===== config.mk =====
export PLATFORM = sky130hd
export DESIGN_NAME = balanced_line_codec
export DESIGN_NICKNAME = d
export VERILOG_FILES = /design/src/rtl/lc10_pkg.sv /design/src/rtl/lc10_encoder.sv /design/src/rtl/lc10_min_tree.sv /design/src/rtl/lc10_decoder.sv /design/src/rtl/balanced_line_codec.sv
export SDC_FILE = /design/constraint.sdc
export NUM_CORES = 1
export LEC_CHECK = 0
export CORE_MARGIN = 3
export CORE_UTILIZATION = 55
export CTS_BUF_LIST = sky130_fd_sc_hd__clkbuf_8
export DETAILED_ROUTE_END_ITERATION = 10
export GPL_TIMING_DRIVEN = 0
export PLACE_DENSITY = 0.77
export RECOVER_POWER = 25
export REMOVE_ABC_BUFFERS = 1
export SKIP_CTS_REPAIR_TIMING = 1
export SLEW_MARGIN = 10
export SYNTH_ARGS = -nofsm -noshare
export SYNTH_HDL_FRONTEND = slang
export SYNTH_HIERARCHICAL = 1
export SYNTH_SLANG_ARGS = --single-unit

===== constraint.sdc =====
create_clock -name clk -period 11.6 [get_ports clk]
set_clock_uncertainty 0.15 [all_clocks]
set_input_delay 1.16 -clock clk [delete_from_list [all_inputs] [get_ports clk]]
set_output_delay 1.16 -clock clk [all_outputs]
set_load 0.02 [all_outputs]

===== src/rtl/lc10_pkg.sv =====
package lc10_pkg;

  // Builds the codeword for value 'data' on 'dw' data bits.
  // Pair j (bits 2j+1:2j) carries data bit j-1; pair 0 carries the even parity.
  function automatic logic [63:0] build_code(input int data, input int dw);
    logic [63:0] cw;
    logic        par;
    logic        b;
    cw  = '0;
    par = 1'b0;
    for (int i = 0; i < dw; i++) par = par ^ data[i];
    for (int j = 0; j <= dw; j++) begin
      b = (j == 0) ? par : data[j-1];
      cw[2*j+1] = b;
      cw[2*j]   = ~b;
    end
    return cw;
  endfunction

  function automatic int count_ones(input logic [63:0] v);
    int n;
    n = 0;
    for (int i = 0; i < 64; i++) n += int'(v[i]);
    return n;
  endfunction

  function automatic int longest_run(input logic [63:0] v, input int w);
    int best;
    int cur;
    best = 1;
    cur  = 1;
    for (int i = 1; i < w; i++) begin
      cur  = (v[i] == v[i-1]) ? cur + 1 : 1;
      best = (cur > best) ? cur : best;
    end
    return best;
  endfunction

endpackage


===== src/rtl/lc10_encoder.sv =====
module lc10_encoder #(
  parameter int DATA_W = 4,
  localparam int CODE_W = 2 * (DATA_W + 1),
  localparam int NUM_WORDS = 1 << DATA_W
) (
  input  logic              clk,
  input  logic              rst,
  input  logic              in_valid,
  output logic              in_ready,
  input  logic [DATA_W-1:0] in_data,
  output logic              out_valid,
  input  logic              out_ready,
  output logic [CODE_W-1:0] out_code
);
  logic [CODE_W-1:0] code_rom [NUM_WORDS];

  for (genvar k = 0; k < NUM_WORDS; k++) begin : g_rom
    localparam logic [63:0] ENTRY = lc10_pkg::build_code(k, DATA_W);
    assign code_rom[k] = ENTRY[CODE_W-1:0];
  end

  logic              valid_q;
  logic [CODE_W-1:0] code_q;
  logic              take;

  assign in_ready = !valid_q || out_ready;
  assign take     = in_valid && in_ready;

  always_ff @(posedge clk) begin
    if (rst) begin
      valid_q <= 1'b0;
      code_q  <= '0;
    end else begin
      if (take) code_q <= code_rom[in_data];
      if (in_ready) valid_q <= in_valid;
    end
  end

  assign out_valid = valid_q;
  assign out_code  = code_q;

  assert_enc_balanced_R2: assert property (@(posedge clk) disable iff (rst)
    out_valid |-> (lc10_pkg::count_ones(64'(out_code)) == CODE_W / 2));

  assert_enc_short_runs_R3: assert property (@(posedge clk) disable iff (rst)
    out_valid |-> (lc10_pkg::longest_run(64'(out_code), CODE_W) <= 2));

  assert_enc_hold_R5: assert property (@(posedge clk) disable iff (rst)
    (out_valid && !out_ready) |=> (out_valid && $stable(out_code)));

  assert_enc_reset_R10: assert property (@(posedge clk) rst |=> !out_valid);
endmodule


===== src/rtl/lc10_min_tree.sv =====
module lc10_min_tree #(
  parameter int LEAVES = 16,
  parameter int DIST_W = 4,
  localparam int IDX_W = $clog2(LEAVES),
  localparam int LEVELS = $clog2(LEAVES)
) (
  input  logic [LEAVES*DIST_W-1:0] dist_flat,
  output logic [DIST_W-1:0]        min_dist,
  output logic [IDX_W-1:0]         min_idx
);
  for (genvar l = 0; l <= LEVELS; l++) begin : g_lvl
    localparam int NODES = LEAVES >> l;
    logic [DIST_W-1:0] d  [NODES];
    logic [IDX_W-1:0]  ix [NODES];
    if (l == 0) begin : g_leaf
      for (genvar k = 0; k < NODES; k++) begin : g_in
        assign d[k]  = dist_flat[k*DIST_W +: DIST_W];
        assign ix[k] = IDX_W'(k);
      end
    end else begin : g_cmp
      for (genvar k = 0; k < NODES; k++) begin : g_node
        logic hi_wins;
        // Ties keep the lower-indexed side.
        assign hi_wins = g_lvl[l-1].d[2*k+1] < g_lvl[l-1].d[2*k];
        assign d[k]  = hi_wins ? g_lvl[l-1].d[2*k+1]  : g_lvl[l-1].d[2*k];
        assign ix[k] = hi_wins ? g_lvl[l-1].ix[2*k+1] : g_lvl[l-1].ix[2*k];
      end
    end
  end

  assign min_dist = g_lvl[LEVELS].d[0];
  assign min_idx  = g_lvl[LEVELS].ix[0];
endmodule


===== src/rtl/lc10_decoder.sv =====
module lc10_decoder #(
  parameter int DATA_W = 4,
  localparam int CODE_W = 2 * (DATA_W + 1),
  localparam int NUM_WORDS = 1 << DATA_W,
  localparam int DIST_W = $clog2(CODE_W + 1)
) (
  input  logic              clk,
  input  logic              rst,
  input  logic              in_valid,
  output logic              in_ready,
  input  logic [CODE_W-1:0] in_code,
  output logic              out_valid,
  input  logic              out_ready,
  output logic [DATA_W-1:0] out_data,
  output logic              out_corrected,
  output logic              out_uncorrectable
);
  logic [NUM_WORDS*DIST_W-1:0] dist_flat;

  for (genvar k = 0; k < NUM_WORDS; k++) begin : g_dist
    localparam logic [63:0] ENTRY = lc10_pkg::build_code(k, DATA_W);
    assign dist_flat[k*DIST_W +: DIST_W] =
      DIST_W'(lc10_pkg::count_ones(64'(in_code ^ ENTRY[CODE_W-1:0])));
  end

  logic [DIST_W-1:0] best_dist;
  logic [DATA_W-1:0] best_idx;

  lc10_min_tree #(.LEAVES(NUM_WORDS), .DIST_W(DIST_W)) u_tree (
    .dist_flat(dist_flat),
    .min_dist (best_dist),
    .min_idx  (best_idx)
  );

  logic              valid_q;
  logic [DATA_W-1:0] data_q;
  logic              corr_q;
  logic              unc_q;
  logic              take;

  assign in_ready = !valid_q || out_ready;
  assign take     = in_valid && in_ready;

  always_ff @(posedge clk) begin
    if (rst) begin
      valid_q <= 1'b0;
      data_q  <= '0;
      corr_q  <= 1'b0;
      unc_q   <= 1'b0;
    end else begin
      if (take) begin
        data_q <= best_idx;
        corr_q <= (best_dist == DIST_W'(1));
        unc_q  <= (best_dist >= DIST_W'(2));
      end
      if (in_ready) valid_q <= in_valid;
    end
  end

  assign out_valid         = valid_q;
  assign out_data          = data_q;
  assign out_corrected     = corr_q;
  assign out_uncorrectable = unc_q;

  assert_dec_flags_exclusive_R8: assert property (@(posedge clk) disable iff (rst)
    out_valid |-> $onehot0({out_corrected, out_uncorrectable}));

  assert_dec_exact_clean_R6: assert property (@(posedge clk) disable iff (rst)
    (take && best_dist == '0) |=> (!out_corrected && !out_uncorrectable));

  assert_dec_hold_R9: assert property (@(posedge clk) disable iff (rst)
    (out_valid && !out_ready) |=> (out_valid && $stable(out_data)
      && $stable(out_corrected) && $stable(out_uncorrectable)));

  assert_dec_reset_R10: assert property (@(posedge clk) rst |=> !out_valid);
endmodule


===== src/rtl/balanced_line_codec.sv =====
module balanced_line_codec #(
  parameter int DATA_W = 4,
  localparam int CODE_W = 2 * (DATA_W + 1)
) (
  input  logic              clk,
  input  logic              rst,
  input  logic              enc_in_valid,
  output logic              enc_in_ready,
  input  logic [DATA_W-1:0] enc_in_data,
  output logic              enc_out_valid,
  input  logic              enc_out_ready,
  output logic [CODE_W-1:0] enc_out_code,
  input  logic              dec_in_valid,
  output logic              dec_in_ready,
  input  logic [CODE_W-1:0] dec_in_code,
  output logic              dec_out_valid,
  input  logic              dec_out_ready,
  output logic [DATA_W-1:0] dec_out_data,
  output logic              dec_out_corrected,
  output logic              dec_out_uncorrectable
);
  lc10_encoder #(.DATA_W(DATA_W)) u_enc (
    .clk      (clk),
    .rst      (rst),
    .in_valid (enc_in_valid),
    .in_ready (enc_in_ready),
    .in_data  (enc_in_data),
    .out_valid(enc_out_valid),
    .out_ready(enc_out_ready),
    .out_code (enc_out_code)
  );

  lc10_decoder #(.DATA_W(DATA_W)) u_dec (
    .clk              (clk),
    .rst              (rst),
    .in_valid         (dec_in_valid),
    .in_ready         (dec_in_ready),
    .in_code          (dec_in_code),
    .out_valid        (dec_out_valid),
    .out_ready        (dec_out_ready),
    .out_data         (dec_out_data),
    .out_corrected    (dec_out_corrected),
    .out_uncorrectable(dec_out_uncorrectable)
  );
endmodule


==> impl_metrics.csv <==
group,metric,value,unit
status,status,"complete, no violations",
cells_and_area,fin_util,62.5,%
worst_setup_path,worstSetupPathType,"in -> reg",
floorplan,num_io_pins,40,
synth,synth_flop_cell,"dfxtp_1",
synth,ys_ff_latch,18,
place,dp_hpwl,11800,um
worst_setup_path,startpoint,"dec_in_code[2]",
sta,fin_setup_tns,0,ns
routing,drtIter0Drc,166,
synth,synthCells,684,
global_routing,grt_max_degree,19,
clocking,insertion_delay,0.24,ns
floorplan,die_h,110,um
synth,yosysWarnings,6,
global_routing,grt_pass1_wl,22600,um
worst_setup_path,crit_fanout,9,
worst_setup_path,reg2reg_from,"u_enc/out_valid",
sta,min_period,10.33,ns
floorplan,dieArea,12100,sq um
worst_setup_path,critPathCapture,"u_dec/out_corrected",
sta,max_freq,96.9,MHz
sta,setup_viol,0,
routing,antenna_left,0,
worst_setup_path,cp.required,11.62,ns
synth,yosysSeqAreaShare,6.05,%
worst_setup_path,slowest_delay,0.92,ns
synth,yosysUniqueCellTypes,69,
sta,layout_setup_ws,1.27,ns
hold_path,holdCritPathClass,"reg -> reg",
sta,slew_headroom,42.6,%
routing,vias,4659,
synth,async_flop_share,0,%
hold_path,min_from,"u_enc/out_code[7]",
worst_setup_path,reg2regPathDepth,4,
synth,netlist_area,5960,sq um
sta,drv_slew,0,
clocking,clockRootBuffer,"clkbuf_8",
routing,drt_pass1_iterations,4,
synth,synth_edf_count,0,
floorplan,start_util,57.2,%
global_routing,grt_pass1_vias,5054,
cells_and_area,antennaDiodeCount,0,
floorplan,die-width,110,um
cells_and_area,syn2layout_area_growth,9.17,%
worst_setup_path,cp-end-kind,"register",
routing,vias_per_cell,5.46,
synth,avgSynthCellArea,8.71,sq um
worst_setup_path,slowest_stage,"clkdlybuf4s50_1",
place,dp_slack,1.12,ns
clocking,cts_buffers,3,
clocking,clkSinkCount,18,
run,cap_violations,0,
worst_setup_path,rr_endpoint,"u_enc/out_code[2]",
routing,routed_wl,13300,um
sta,period_share,89.0,%
global_routing,antenna_found_initial,0,
global_routing,overflow,0,
place,gp_congestion,0.912,
worst_setup_path,start_kind,"primary input",
cells_and_area,final_common_cell,"inv_1",
sta,rsz0062_at_grt,"no",
routing,wl_per_cell,15.5,um
routing,drc,0,
clocking,htreeDepth,1,
cells_and_area,mostFrequentLayoutCells,"189 x inv_1, 92 x ha_1, 85 x fa_1, 51 x a21oi_1, 35 x nor2_1",
sta,hold_viol,0,
floorplan,rows,37,
worst_setup_path,rrSetupSlack,9.84,ns
worst_setup_path,worst_path_most_repeated_cell,"inv_1",
clocking,clkTransAtPathRegs,0.06,ns
place,io_buffers,39,
sta,tightest_slew,0.859,ns
worst_setup_path,arrival,10.35,ns
clocking,cts.path.max_buffers,2,
global_routing,grt_use_total,23.4,%
floorplan,core,10400,sq um
clocking,tritoncts,"built",
cells_and_area,nets,917,
cells_and_area,drive_gt1_share,3.34,%
sta,whs,0.329,ns
worst min path at each step:
stage | slack [ns] | cells after the start | endpoint
floorplan | 0.39 | 2 | u_dec/out_corrected
global placement | 0.31 | 2 | u_enc/out_code[6]
detailed placement | 0.32 | 2 | u_enc/out_code[7]
CTS | 0.33 | 2 | u_enc/out_code[7]
global route | 0.35 | 2 | u_enc/out_code[7]
finish | 0.33 | 2 | u_enc/out_code[7]
cell families after synthesis:
kind of cell    after synthesis  share of synthesized area [%]
fa+ha+maj                   179                           48.2
mux                          37                           6.61
flops                        18                           6.05
buf+inv                     201                           13.0
xor+xnor                     17                           2.75
simple gates                101                           8.97
compound gates              131                           14.4
per-stage QoR:
stage / instance area [sq um] / instances
2_1_floorplan: 5910 / 676
3_3_place_gp: 6470 / 851
3_5_place_dp: 6470 / 851
4_1_cts: 6510 / 854
5_1_grt: 6510 / 854
6_report: 6510 / 854
synth_stat cells (2+ instances only):
master	number	share of area [%]
buf_2	2	0.17
mux2i_1	33	5.5
or3_1	3	0.31
a21oi_1	51	4.3
maj3_1	2	0.34
nor2b_4	2	0.46
ha_1	92	19
a21boi_1	3	0.38
nor2b_1	11	1.2
xor2_1	12	1.8
a211oi_1	3	0.38
and2_1	2	0.21
mux2_4	2	0.50
nand2b_1	7	0.73
a2111o_1	2	0.38
nand2_1	4	0.25
xnor2_1	4	0.59
nand3_1	16	1.3
inv_1	189	12
fa_1	85	29
clkinv_1	2	0.13
clkbuf_1	4	0.25
a31oi_1	2	0.21
a311oi_1	2	0.29
or2_2	3	0.31
buf_6	2	0.38
nor2_1	35	2.2
o21ai_1	10	0.84
dfxtp_1	18	6.0
nor3_1	7	0.59
a221o_1	2	0.34
or2_1	2	0.21
o21ai_0	27	2.3
a21o_1	3	0.38
a21boi_0	3	0.38
o21a_1	4	0.50
critical path, delay by kind of cell:
| kind | cells | cell delay, ns |
|---|---|---|
| multiplexers | 3 | 0.88 |
| AND/OR/NAND/NOR | 8 | 1.39 |
| AO/OA/AOI/OAI | 9 | 1.81 |
| buffers and inverters | 8 | 1.67 |
| XOR/XNOR | 1 | 0.24 |
| adder cells (fa/ha/maj) | 9 | 3.19 |
metal layers:
layer | part of all wire (%) | up-vias | global-route usage [%] | wire length [um]
li1 | - | 2260 | - | -
met5 | 0 | - | 0 | 0
met3 | 5.0 | 25 | 2.27 | 657
met2 | 52 | 105 | 44.1 | 6830
met1 | 41 | 2269 | 28.4 | 5420
met4 | 2.6 | 0 | 6.24 | 340
registers in the layout, summed over array words and instances, names as in the netlist:
| register | cells |
|---|---|
| u_dec/out_corrected | 1 |
| u_dec/out_data | 4 |
| u_dec/out_uncorrectable | 1 |
| u_dec/out_valid | 1 |
| u_enc/out_code | 10 |
| u_enc/out_valid | 1 |
cell type report:
class / instances / area, sq um
tap: 136 / 170
clock buffer: 3 / 41.3
fill: 894 / 3910
multi-input combinational: 465 / 4820
inverter: 193 / 727
timing repair buffer: 39 / 390
sequential: 18 / 360
Power is left out: the tool's default activity adds up to more than one toggle a clock period on the data nets, which glitch-free logic cannot reach.
